## src/rtl/sadc_pkg.sv

```systemverilog
package sadc_pkg;

  typedef enum logic [2:0] {
    ST_IDLE,
    ST_ADDR,
    ST_ACQ,
    ST_CONV,
    ST_GAP,
    ST_READ,
    ST_RST
  } phase_t;

  // number of divider half-period ticks that make up a count of serial periods
  function automatic int ticks_for(input int periods);
    return 2 * periods;
  endfunction

  // phases in which the serial clock toggles
  function automatic logic clk_runs(input phase_t p);
    return (p == ST_ADDR) || (p == ST_ACQ) || (p == ST_CONV) || (p == ST_READ);
  endfunction

endpackage

```

## src/rtl/sadc_tick.sv

```systemverilog
module sadc_tick #(
  parameter int DIV_W = 16
) (
  input  logic             clk,
  input  logic             rst_n,
  input  logic             restart,
  input  logic [DIV_W-1:0] half_cfg,
  output logic             half_tick
);

  logic [DIV_W-1:0] cnt;
  logic [DIV_W-1:0] last;

  assign last      = (half_cfg == '0) ? '0 : half_cfg - 1'b1;
  assign half_tick = !restart && (cnt == last);

  always_ff @(posedge clk or negedge rst_n) begin
    if (!rst_n)          cnt <= '0;
    else if (restart)    cnt <= '0;
    else if (cnt == last) cnt <= '0;
    else                 cnt <= cnt + 1'b1;
  end


  cnt_bound_chk: assert property (@(posedge clk) disable iff (!rst_n)
    (cnt <= last) || $past(restart) || $changed(half_cfg) || $past($changed(half_cfg)));

endmodule

```

## src/rtl/sadc_rx.sv

```systemverilog
module sadc_rx #(
  parameter int W = 11
) (
  input  logic         clk,
  input  logic         rst_n,
  input  logic         clr,
  input  logic         shift_en,
  input  logic         bit_in,
  output logic [W-1:0] word
);

  // a new bit enters at the top, so the first bit ends at position 0
  function automatic logic [W-1:0] lsb_first_push(input logic [W-1:0] w, input logic b);
    return {b, w[W-1:1]};
  endfunction

  always_ff @(posedge clk or negedge rst_n) begin
    if (!rst_n)        word <= '0;
    else if (clr)      word <= '0;
    else if (shift_en) word <= lsb_first_push(word, bit_in);
  end

endmodule

```

## src/rtl/sadc_host.sv

```systemverilog
module sadc_host
  import sadc_pkg::*;
#(
  parameter int ADDR_W  = 4,
  parameter int RES_W   = 11,
  parameter int DIV_W   = 16,
  parameter int CNT_W   = 8,
  parameter int ACQ_CYC = 5,
  parameter int GAP_CYC = 5,
  parameter int RST_CYC = 1
) (
  input  logic              clk,
  input  logic              rst_n,
  input  logic              start_i,
  input  logic [ADDR_W-1:0] addr_i,
  input  logic [DIV_W-1:0]  half_i,
  input  logic [CNT_W-1:0]  tmo_i,
  input  logic              sars_i,
  input  logic              do_i,
  output logic              sclk_o,
  output logic              cs_n_o,
  output logic              di_o,
  output logic              busy_o,
  output logic [RES_W-1:0]  res_o,
  output logic              res_vld_o,
  output logic              tmo_err_o
);

  localparam logic [CNT_W-1:0] GAP_T  = CNT_W'(ticks_for(GAP_CYC) - 1);
  localparam logic [CNT_W-1:0] RST_T  = CNT_W'(ticks_for(RST_CYC) - 1);
  localparam logic [CNT_W-1:0] ADDR_N = CNT_W'(ADDR_W);
  localparam logic [CNT_W-1:0] ACQ_N  = CNT_W'(ACQ_CYC);
  localparam logic [CNT_W-1:0] RES_N  = CNT_W'(RES_W);

  phase_t            state;
  logic [CNT_W-1:0]  bcnt;
  logic [ADDR_W-1:0] addr_sh;
  logic              sars_s;
  logic              half_tick;
  logic              start_acc;
  logic              rise_evt;
  logic              fall_evt;
  logic              conv_done;
  logic              conv_tmo;
  logic [RES_W-1:0]  rx_word;

  assign start_acc = start_i && (state == ST_IDLE);
  assign rise_evt  = half_tick && clk_runs(state) && !sclk_o;
  assign fall_evt  = half_tick && clk_runs(state) && sclk_o;
  assign conv_done = fall_evt && (state == ST_CONV) && !sars_s;
  assign conv_tmo  = fall_evt && (state == ST_CONV) && sars_s && (bcnt == tmo_i);
  assign di_o      = addr_sh[ADDR_W-1];
  assign busy_o    = (state != ST_IDLE);

  sadc_tick #(.DIV_W(DIV_W)) u_tick (
    .clk       (clk),
    .rst_n     (rst_n),
    .restart   (start_acc),
    .half_cfg  (half_i),
    .half_tick (half_tick)
  );

  sadc_rx #(.W(RES_W)) u_rx (
    .clk      (clk),
    .rst_n    (rst_n),
    .clr      (start_acc),
    .shift_en (rise_evt && (state == ST_READ)),
    .bit_in   (do_i),
    .word     (rx_word)
  );

  always_ff @(posedge clk or negedge rst_n) begin
    if (!rst_n) begin
      state     <= ST_IDLE;
      bcnt      <= '0;
      addr_sh   <= '0;
      sars_s    <= 1'b0;
      sclk_o    <= 1'b0;
      cs_n_o    <= 1'b1;
      res_o     <= '0;
      res_vld_o <= 1'b0;
      tmo_err_o <= 1'b0;
    end else begin
      res_vld_o <= 1'b0;
      tmo_err_o <= 1'b0;
      if (half_tick && clk_runs(state)) sclk_o <= !sclk_o;
      if (rise_evt) begin
        bcnt <= bcnt + 1'b1;
        if (state == ST_CONV) sars_s <= sars_i;
      end
      unique case (state)
        ST_IDLE: if (start_i) begin
          state   <= ST_ADDR;
          cs_n_o  <= 1'b0;
          addr_sh <= addr_i;
          bcnt    <= '0;
        end
        ST_ADDR: if (fall_evt) begin
          addr_sh <= addr_sh << 1;
          if (bcnt == ADDR_N) begin
            state <= ST_ACQ;
            bcnt  <= '0;
          end
        end
        ST_ACQ: if (fall_evt && bcnt == ACQ_N) begin
          state <= ST_CONV;
          bcnt  <= '0;
        end
        ST_CONV: if (conv_done) begin
          state  <= ST_GAP;
          cs_n_o <= 1'b1;
          bcnt   <= '0;
        end else if (conv_tmo) begin
          state     <= ST_RST;
          cs_n_o    <= 1'b1;
          tmo_err_o <= 1'b1;
          bcnt      <= '0;
        end
        ST_GAP: if (half_tick) begin
          if (bcnt == GAP_T) begin
            state  <= ST_READ;
            cs_n_o <= 1'b0;
            bcnt   <= '0;
          end else begin
            bcnt <= bcnt + 1'b1;
          end
        end
        ST_READ: if (fall_evt && bcnt == RES_N) begin
          state     <= ST_RST;
          cs_n_o    <= 1'b1;
          res_o     <= rx_word;
          res_vld_o <= 1'b1;
          bcnt      <= '0;
        end
        ST_RST: if (half_tick) begin
          if (bcnt == RST_T) begin
            state <= ST_IDLE;
            bcnt  <= '0;
          end else begin
            bcnt <= bcnt + 1'b1;
          end
        end
        default: state <= ST_IDLE;
      endcase
    end
  end


  sclk_quiet_chk: assert property (@(posedge clk) disable iff (!rst_n)
    cs_n_o |-> !sclk_o);


  di_hold_chk: assert property (@(posedge clk) disable iff (!rst_n)
    sclk_o |-> $stable(di_o));


  vld_pulse_chk: assert property (@(posedge clk) disable iff (!rst_n)
    res_vld_o |=> !res_vld_o);


  vld_cs_chk: assert property (@(posedge clk) disable iff (!rst_n)
    res_vld_o |-> ($rose(cs_n_o) && busy_o));


  tmo_excl_chk: assert property (@(posedge clk) disable iff (!rst_n)
    tmo_err_o |-> (!res_vld_o && cs_n_o));


  cs_fall_src_chk: assert property (@(posedge clk) disable iff (!rst_n)
    $fell(cs_n_o) |-> ($past(state) == ST_IDLE || $past(state) == ST_GAP));

endmodule

```

## config.mk

```make
export PLATFORM = sky130hd
export DESIGN_NAME = sadc_host
export DESIGN_NICKNAME = d
export VERILOG_FILES = /design/src/rtl/sadc_pkg.sv /design/src/rtl/sadc_tick.sv /design/src/rtl/sadc_rx.sv /design/src/rtl/sadc_host.sv
export SDC_FILE = /design/constraint.sdc
export NUM_CORES = 1
export LEC_CHECK = 0
export ABC_AREA = 1
export BUFFER_PORTS_ARGS = -buffer_cell sky130_fd_sc_hd__buf_2
export CORE_AREA = 4 4 122 124
export CTS_BUF_LIST = sky130_fd_sc_hd__clkbuf_4
export CTS_CLUSTER_SIZE = 30
export DETAILED_ROUTE_END_ITERATION = 10
export DIE_AREA = 0 0 126 128
export GPL_ROUTABILITY_DRIVEN = 1
export HOLD_SLACK_MARGIN = 0.12
export PLACE_DENSITY = 0.48
export SYNTH_ARGS = -nofsm -noshare
export SYNTH_HDL_FRONTEND = slang
export SYNTH_HIERARCHICAL = 1
export SYNTH_SLANG_ARGS = --single-unit
export TNS_END_PERCENT = 10
```

## constraint.sdc

```tcl
create_clock -name clk -period 3 [get_ports clk]
set_clock_uncertainty 0.2 [all_clocks]
set_input_delay 0.6 -clock clk [delete_from_list [all_inputs] [get_ports clk]]
set_output_delay 0.6 -clock clk [all_outputs]
set_load 0.005 [all_outputs]
```

==> run_results.csv, run 1 <==
group,metric,value,unit
critical_path,path_common_cell,"nor2_4",
layout,drive_above_1_share,29.31,%
clock_network,clockBufferDepth,2,
clock_network,numCtsBuffers,9,
layout,antenna_cells,0,
hold_path,hp-class,"in2reg",
sta,worst_pin_slew,0.4521,ns
floorplan,ios,50,
sta,fin_crit_sh,101.4,%
global_routing,grt_max_degree,36,
synth,synth-simple-area-share,43.39,%
sta,finalHoldWorstSlack,0.2232,ns
clock_network,cts.clk_slew.worst_paths,0.11,ns
layout,utilization,39.38,%
layout,nNetsFinal,746,
critical_path,r2r-end,"res_o[5]",
sta,slew_headroom,69.83,%
floorplan,die_x,126,µm
route,drc,0,
critical_path,reg2reg_slack,0.39,ns
layout,fin_area,0.005424,mm²
layout,final_cell_mix,"nand2_1, inv_1, nand3_1",
critical_path,cp-startpoint,"half_i[1]",
synth,synth_top_family_by_area,"simple AND/OR/NAND/NOR gates",
critical_path,cp.required,3.11,ns
place,placed_cell_area,0.004908,mm²
synth,synth_fa_ha_area_share,1.540,%
place,pre_cts_slack,-0.5112,ns
clock_network,cts-root-buf,"clkbuf_4",
route,ant_nets,0,
floorplan,die-height,128,µm
power,powerDensity,474.9,mW/mm²
place,numPortBuffers,49,
power,ir_drop,187.6,µV
synth,synth_compound_area_share,4.342,%
route,drt-total-wl,10730,µm
synth,synthMuxAreaShare,3.603,%
synth,syn_inst,594,
critical_path,path_depth,20,
synth,syn_avg_cell_area,6.839,µm²
critical_path,max_stage_delay,0.32,ns
synth,ys_types,34,
critical_path,criticalPathCategory,"in2reg",
synth,ys_seq_elements,58,
sta,fin_crit,3.043,ns
critical_path,cp_data_arrival_time,3.15,ns
critical_path,critical-path-top-delay-family,"simple AND/OR/NAND/NOR gates",
sta,drv_slew,0,
floorplan,dieArea,0.01613,mm²
floorplan,coreArea,0.01377,mm²
clock_network,cts_sinks,58,
critical_path,cp-start-kind,"input port",
layout,area_delta_synth_final,33.51,%
clock_network,cts_tree,"built",
critical_path,endpoint_kind,"flop",
synth,syn_nets,632,
place,dpl.hpwl,8159,µm
synth,synth_area,0.004063,mm²
critical_path,cp_slowest_cell,"mux2_2",
route,drt_iter0_markers,180,
global_routing,first_global_vias,4009,
critical_path,reg2reg_depth,13,
run_status,violations,"negative setup slack",
global_routing,grt_pass1_wl,18210,µm
floorplan,num_rows,43,
critical_path,crit_path_end,"res_o[5]",
global_routing,antenna_found_initial,0,
route,via_count,4043,
sta,max_freq,328.7,MHz
sta,hold_violations,0,
global_routing,grt_overflow,0,
sta,rsz0062_at_grt,"yes",
place,place.gp.congestion,0.8634,
clock_network,clk-insertion-delay-late,0.42,ns
flow_run,drv_cap,0,
run_status,status,"finished, violations left",
synth,yosysWarnings,6,
floorplan,start_util,29.50,%
critical_path,cp_cell_sequence,"buf_2 -> inv_2 -> ha_4 -> nand2_4 -> nor2_4 -> nand2_4 -> buf_16 -> buf_4 -> nand4_1 -> nand2_1 -> nor2_1 -> nand3_2 -> nor3_4 -> nand2_2 -> nor2_4 -> nand3_4 -> nor2_4 -> buf_6 -> buf_12 -> mux2_2",
sta,setup_viol,14,
critical_path,reg2reg_from,"state[0]",
sta,setup_tns,-0.3492,ns
power,p_leak,2.839,nW
critical_path,worst-path-buf-inv,6,
critical_path,worstPathMaxFanout,6,
global_routing,gr-usage-all-layers,13.68,%
route,via_per_inst,4.527,
clock_network,htreeDepth,3,
sta,setup_ws,-0.04250,ns
synth,ys_seq_area_share,35.76,%
layout,final_common_cell,"nand2_1",
route,first_pass_iters,5,
route,wl_per_cell,12.01,µm
synth,yosys.area_share.xor_xnor,1.940,%
## timing repair
item / in CTS / in global routing
setup buffers: 6 / 5
setup endpoints to repair: 21 / 40
resized for setup: 18 / 39
cloned: 4 / 0
hold buffers: 1 / 0
endpoints found under the hold margin: 57 / 0
pin swaps: 17 / 24
## synth_stat cells
cell | n | share of area [%]
a21oi_1 | 3 | 0.37
a31oi_1 | 3 | 0.46
and2_1 | 1 | 0.15
buf_2 | 3 | 0.37
buf_4 | 1 | 0.18
buf_6 | 6 | 1.7
clkbuf_1 | 1 | 0.092
dfrtp_1 | 57 | 35
dfstp_2 | 1 | 0.65
ha_1 | 5 | 1.5
inv_1 | 73 | 6.7
inv_2 | 4 | 0.37
mux2_2 | 11 | 3.0
mux2i_4 | 1 | 0.55
nand2_1 | 196 | 18
nand2_2 | 4 | 0.62
nand2_4 | 3 | 0.83
nand3_1 | 70 | 8.6
nand3_2 | 4 | 0.99
nand3_4 | 1 | 0.43
nand3b_1 | 1 | 0.18
nand4_1 | 13 | 2.0
nor2_1 | 74 | 6.8
nor2_2 | 7 | 1.1
nor2_4 | 7 | 1.9
nor3_1 | 3 | 0.37
nor3b_4 | 1 | 0.46
nor4_1 | 1 | 0.15
o211ai_1 | 3 | 0.55
o21ai_0 | 20 | 2.5
o21ai_1 | 1 | 0.12
o21bai_1 | 2 | 0.37
or2_2 | 4 | 0.62
xor2_1 | 9 | 1.9
## how the worst min path moves through the flow
stage / from / end / slack (ns) / depth (start not counted)
after global placement: cs_n_o / cs_n_o / 0.26 / 2
after CTS: addr_i[0] / addr_sh[0] / 0.17 / 3
after global routing: do_i / u_rx/word[10] / 0.19 / 3
after floorplan: rst_n / addr_sh[0] / 0.10 / 0
final: addr_i[0] / addr_sh[0] / 0.22 / 3
after detailed placement: u_rx/word[0] / u_rx/word[0] / 0.26 / 2
## through the flow
stage	instances	power [mW]
after global placement	863	1.951
final	893	2.576
after detailed placement	863	1.965
after CTS	890	2.555
after floorplan	594	1.662
after global routing	893	2.789
## layer usage
layer / vias up / global-route usage (%) / share of wire [%]
li1: 2106 / - / -
met1: 1866 / 16.45 / 46
met2: 60 / 23.60 / 49
met3: 11 / 3.792 / 3.9
met4: 0 / 4.732 / 1.4
met5: - / 0 / 0
## power by group
part | switching (mW) | internal, mW | total, mW
logic | 0.675 | 0.391 | 1.07
clock network | 0.312 | 0.250 | 0.562
registers | 0.0805 | 0.867 | 0.948
## sequential cells by signal, indices dropped and copies added (netlist names), 3 cells and up
signal / count
u_tick/cnt: 16
res_o: 11
state: 3
u_rx/word: 11
addr_sh: 4
bcnt: 8
## final cells by class
class                           instances  area [µm²]
Inverter                               77       292.8
Multi-Input combinational cell        448        2436
Clock buffer                            9       67.56
Sequential cell                        58        1453
Clock inverter                          7       70.07
Fill cell                            1502        8349
Timing Repair Buffer                  114       879.6
Tap cell                              180       225.2
## cells by family (layout without fill, tap and decap cells)
group           after synthesis  in the layout
buf+inv                      88            207
xor+xnor                      9              9
simple gates                390            390
flops                        58             58
compound gates               32             32
fa+ha+maj                     5              5
mux                          12             12
## worst register-to-register path, delay by kind of cell (launching register included)
family        cells  cell delay (ns)
buf+inv           4             0.44
flops             1             0.46
mux               1             0.33
simple gates      8             1.08
No activity file was read; power rests on OpenSTA's default activity.
==> run 2: changes to the inputs <==
--- a/config.mk
+++ b/config.mk
@@ -14,7 +14,7 @@
 export DIE_AREA = 0 0 126 128
 export GPL_ROUTABILITY_DRIVEN = 1
 export HOLD_SLACK_MARGIN = 0.12
-export PLACE_DENSITY = 0.48
+export PLACE_DENSITY = 0.44
 export SYNTH_ARGS = -nofsm -noshare
 export SYNTH_HDL_FRONTEND = slang
 export SYNTH_HIERARCHICAL = 1
==> run_results.csv, run 2 (synthesis results as in run 1) <==
group,metric,value,unit
hold_path,holdPathEnd,"u_rx/word[10]",
place,place.gp.congestion,0.8089,
clock_network,cts_sinks,58,
power,p_leak,2.865,nW
route,first_pass_iters,4,
route,ant_nets,0,
critical_path,max_stage_delay,0.20,ns
global_routing,first_global_vias,3900,
critical_path,worst-path-buf-inv,5,
sta,hold_violations,0,
sta,setup_tns,-0.3889,ns
critical_path,criticalPathCategory,"in2reg",
clock_network,htreeDepth,3,
floorplan,die-height,128,µm
critical_path,cp_cell_sequence,"buf_8 -> clkinvlp_4 -> ha_4 -> nand2_4 -> nor2_4 -> nand2_4 -> buf_12 -> buf_8 -> nand3_2 -> nand2_2 -> nand3_2 -> nor2_2 -> nand3_2 -> nor3_4 -> nand2_2 -> nor2_4 -> nand3_4 -> buf_6 -> nand2_4 -> nand2_4 -> nor2_4 -> nand3_4 -> nand2_1 -> nand2_1",
power,comb_power_share,40.6,%
place,dp_cells,864,
hold_path,hp-class,"in2reg",
critical_path,reg2reg_depth,16,
sta,rsz0062_at_grt,"yes",
power,powerDensity,480.9,mW/mm²
global_routing,grt_overflow,0,
layout,antenna_cells,0,
sta,setup_viol,15,
floorplan,dieArea,0.01613,mm²
global_routing,grt_pass1_wl,18510,µm
power,p_clk_share,23.5,%
clock_network,clk-insertion-delay-late,0.41,ns
floorplan,start_util,29.50,%
place,numPortBuffers,49,
power,p_seq_share,35.9,%
critical_path,critical-path-top-delay-family,"simple AND/OR/NAND/NOR gates",
hold_path,worstHoldStart,"do_i",
global_routing,grt_max_degree,35,
floorplan,coreArea,0.01377,mm²
critical_path,r2r-end,"bcnt[3]",
layout,largest_reg_flops,16,
power,p_sw,1.049,mW
critical_path,cp_data_arrival_time,3.16,ns
power,p_sw_share,39.61,%
clock_network,numCtsBuffers,9,
layout,reg.largest.list,"u_tick/cnt x16, res_o x11, u_rx/word x11",
route,wl_per_cell,12.25,µm
layout,final_common_cell,"nand2_1",
sta,fin_crit,3.050,ns
route,via_per_inst,4.482,
critical_path,endpoint_kind,"flop",
sta,max_freq,327.9,MHz
layout,area_delta_synth_final,35.57,%
run_status,status,"finished, violations left",
route,via_count,4011,
floorplan,die_x,126,µm
critical_path,worstPathMaxFanout,8,
power,power.internal,1.600,mW
critical_path,reg2reg_from,"state[0]",
route,drt-total-wl,10970,µm
layout,nFillCells,1520,
place,dpl.hpwl,8235,µm
sta,drv_slew,0,
layout,nNetsFinal,749,
clock_network,cts_tree,"built",
clock_network,cts.clk_slew.worst_paths,0.10,ns
clock_network,clockBufferDepth,2,
floorplan,ios,50,
layout,final_cells,895,
critical_path,cp_slowest_cell,"nor3_4",
layout,regMostFlops,"u_tick/cnt",
sta,slew_headroom,59.52,%
route,drc,0,
critical_path,reg2reg_slack,0.36,ns
power,ir_drop,235.2,µV
critical_path,cp-start-kind,"input port",
sta,fin_crit_sh,101.7,%
floorplan,num_rows,43,
layout,final_cell_mix,"nand2_1, inv_1, nor2_1",
critical_path,path_common_cell,"nand2_4",
sta,worst_pin_slew,0.6071,ns
route,drt_iter0_markers,169,
clock_network,cts-root-buf,"clkbuf_4",
sta,setup_ws,-0.04956,ns
sta,finalHoldWorstSlack,0.2273,ns
run_status,violations,"negative setup slack",
global_routing,gr-usage-all-layers,13.90,%
global_routing,antenna_found_initial,0,
hold_path,holdPathStages,3,
critical_path,cp.required,3.11,ns
layout,drive_above_1_share,31.05,%
flow_run,drv_cap,0,
==> run 2: stage by stage <==
| stage | utilization [%] | area, µm² | setup WS (ns) | total power [mW] |
|---|---|---|---|---|
| after global placement | 35.78 | 4928 | -0.4668 | 1.964 |
| final | 39.99 | 5508 | -0.04956 | 2.649 |
| after global routing | 39.99 | 5508 | -0.2592 | 2.876 |
| after detailed placement | 35.78 | 4928 | -0.4978 | 1.964 |
| after floorplan | - | 4114 | -0.1722 | 1.662 |
| after CTS | 38.17 | 5258 | 0.001287 | 2.621 |
==> run 2: worst max path at each step <==
stage               startpoint  endpoint  slack, ns  cells past startpoint
floorplan            half_i[0]  res_o[0]      -0.17                     20
global placement     half_i[0]   bcnt[4]      -0.47                     21
detailed placement   half_i[0]   bcnt[5]      -0.50                     21
CTS                  half_i[0]   bcnt[4]      0.001                     24
global route         half_i[0]   bcnt[3]      -0.26                     25
finish               half_i[0]   bcnt[3]      -0.05                     24
==> run 2: tightest hold or removal path, delay by kind of cell <==
family / cells / cell delay, ns
simple gates: 2 / 0.13
buf+inv: 1 / 0.08
==> run 2: area by class of cell <==
| type | instances | area [µm²] | area share, % |
|---|---|---|---|
| multi-input cells | 448 | 2476 | 44.96 |
| flip-flops and latches | 58 | 1453 | 26.37 |
| repair buffers | 117 | 910.9 | 16.54 |
| inverters | 77 | 292.8 | 5.316 |
| well taps | 180 | 225.2 | 4.089 |
| clock inverters | 6 | 82.58 | 1.499 |
| clock buffers | 9 | 67.56 | 1.227 |
==> run 2: routing by layer <==
layer / global-route usage [%] / up-vias / share of wire (%)
met2: 23.41 / 52 / 48
met1: 17.65 / 1840 / 46
met5: 0 / - / 0
met4: 4.858 / 0 / 1.5
li1: - / 2107 / -
met3: 3.042 / 12 / 3.6
==> run 2: power by group through the flow <==
stage               registers, mW  logic (mW)  clock network, mW
CTS                         0.948        1.03              0.646
detailed placement          0.964        1.00                  0
floorplan                   0.942       0.720                  0
global route                0.964        1.22              0.692
finish                      0.950        1.08              0.623
global placement            0.963        1.00                  0
==> run 2: what timing repair did <==
| action | CTS | global route |
|---|---|---|
| resized for setup | 21 | 46 |
| setup endpoints to repair | 21 | 38 |
| cloned | 2 | 0 |
| hold buffers | 1 | 0 |
| pin swaps | 13 | 30 |
| buffers inserted | 6 | 7 |
| hold endpoints to repair | 24 | 0 |
==> run 3: changes to the inputs <==
--- a/config.mk
+++ b/config.mk
@@ -7,6 +7,7 @@
 export LEC_CHECK = 0
 export ABC_AREA = 1
 export BUFFER_PORTS_ARGS = -buffer_cell sky130_fd_sc_hd__buf_2
+export CAP_MARGIN = 20
 export CORE_AREA = 4 4 122 124
 export CTS_BUF_LIST = sky130_fd_sc_hd__clkbuf_4
 export CTS_CLUSTER_SIZE = 30
==> constraint.sdc (replaced) <==
create_clock -name clk -period 3.25 [get_ports clk]
set_clock_uncertainty 0.2 [all_clocks]
set_input_delay 0.65 -clock clk [delete_from_list [all_inputs] [get_ports clk]]
set_output_delay 0.65 -clock clk [all_outputs]
set_load 0.005 [all_outputs]
==> run_results.csv, run 3 (synthesis results as in run 1) <==
group,metric,value,unit
layout,final_cell_mix,"nand2_1, inv_1, nand3_1",
global_routing,gr-usage-all-layers,13.73,%
critical_path,path_common_cell,"nand2_1",
global_routing,first_global_vias,4005,
floorplan,num_rows,43,
hold_path,holdPathStages,2,
critical_path,criticalPathCategory,"in2reg",
clock_network,cts_sinks,58,
clock_network,cts.clk_slew.worst_paths,0.11,ns
clock_network,numCtsBuffers,9,
route,ant_nets,0,
clock_network,cts_tree,"built",
clock_network,clk-insertion-delay-late,0.42,ns
critical_path,endpoint_kind,"flop",
critical_path,cp_data_arrival_time,3.11,ns
sta,rsz0062_at_grt,"no",
layout,antenna_cells,0,
route,drt_iter0_markers,160,
power,powerDensity,462.2,mW/mm²
place,place.gp.congestion,0.8112,
floorplan,dieArea,0.01613,mm²
floorplan,ios,50,
layout,area_delta_synth_final,27.13,%
sta,worst_pin_slew,0.4317,ns
global_routing,antenna_found_initial,0,
layout,utilization,37.50,%
sta,slew_headroom,71.19,%
place,numPortBuffers,49,
layout,final_common_cell,"nand2_1",
power,p_leak,2.718,nW
run_status,status,"finished, final reports clean",
sta,drv_slew,0,
critical_path,cp.required,3.36,ns
clock_network,htreeDepth,3,
route,via_count,4004,
critical_path,cp_cell_sequence,"buf_2 -> nor2_1 -> nand2_2 -> nor2_4 -> buf_4 -> nand2_1 -> nand2_1 -> nand3_1 -> xor2_2 -> nand3_2 -> nor3_4 -> nand2_2 -> nor2_4 -> nand2_1 -> nor2_1 -> nand2_1 -> nand2_4 -> nand3_4 -> nand2_1 -> nand2_1",
critical_path,reg2reg_depth,15,
layout,drive_above_1_share,25.96,%
route,first_pass_iters,5,
place,dpl.hpwl,8130,µm
sta,hold_violations,0,
power,power,2.387,mW
global_routing,grt_pass1_wl,18400,µm
sta,max_freq,333.4,MHz
sta,setup_viol,0,
critical_path,cp_slowest_cell,"xor2_2",
critical_path,cp-start-kind,"input port",
layout,regMostFlops,"u_tick/cnt",
route,drc,0,
global_routing,grt_overflow,0,
sta,fin_crit_sh,92.28,%
route,via_per_inst,4.524,
sta,fin_crit,2.999,ns
route,wl_per_cell,11.64,µm
clock_network,clockBufferDepth,2,
layout,nNetsFinal,738,
floorplan,start_util,29.50,%
layout,reg.largest.list,"u_tick/cnt x16, res_o x11, u_rx/word x11",
flow_run,drv_cap,0,
floorplan,coreArea,0.01377,mm²
hold_path,hp-class,"reg2reg",
critical_path,max_stage_delay,0.19,ns
layout,largest_reg_flops,16,
route,drt-total-wl,10300,µm
clock_network,cts-root-buf,"clkbuf_4",
sta,finalHoldWorstSlack,0.2686,ns
floorplan,die-height,128,µm
power,ir_drop,244.4,µV
critical_path,worstPathMaxFanout,8,
global_routing,grt_max_degree,59,
floorplan,die_x,126,µm
==> run 3: layout make-up <==
class / count / area (µm²)
fillers: 1499 / 8608
inverters: 77 / 292.8
clock buffers: 9 / 67.56
clock inverters: 7 / 93.84
multi-input cells: 448 / 2303
repair buffers: 106 / 729.5
flip-flops and latches: 58 / 1453
well taps: 180 / 225.2
==> run 3: what timing repair did <==
action / 4_1_cts / 5_1_grt
hold endpoints to repair: 57 / 0
resized for setup: 0 / 14
hold buffers: 1 / 0
setup endpoints to repair: 0 / 38
buffers inserted: 0 / 3
==> run 3: worst paths after layout <==
path                            from   endpoint  slack, ns
min in group asynchronous      rst_n  res_vld_o       0.54
min                           cs_n_o     cs_n_o       0.27
min reg2reg                   cs_n_o     cs_n_o       0.27
max in group asynchronous      rst_n     cs_n_o       1.99
max reg2reg                 state[1]    bcnt[5]       0.58
max                        half_i[2]    bcnt[5]       0.25
==> run 3: critical path: cells and delay by family <==
kind                      cells  cell delay [ns]
xor gates and xnor gates      1             0.19
and+or+nand+nor              17             2.02
buffers and inverters         2             0.25
==> run 3: power breakdown <==
group	internal, mW	switching [mW]
clock network	0.310	0.291
logic	0.343	0.556
registers	0.800	0.0872
==> run 3: layer usage <==
metal	up-vias	GRT usage (%)	wire, µm
li1	2085	-	-
met1	1826	16.85	4649
met2	77	23.54	4988
met3	16	3.250	463
met4	0	5.047	201
met5	-	0	0
==> run 3: through the flow <==
step / cells / TNS [ns] / cell area [µm²] / setup slack, ns
after detailed placement: 865 / -11.04 / 4925 / -0.3301
after global placement: 865 / -8.884 / 4925 / -0.2731
after global routing: 885 / 0 / 5165 / 0.01378
final: 885 / 0 / 5165 / 0.2509
after floorplan: 594 / 0 / 4103 / 0.01587
after CTS: 882 / 0 / 5096 / 0.1347
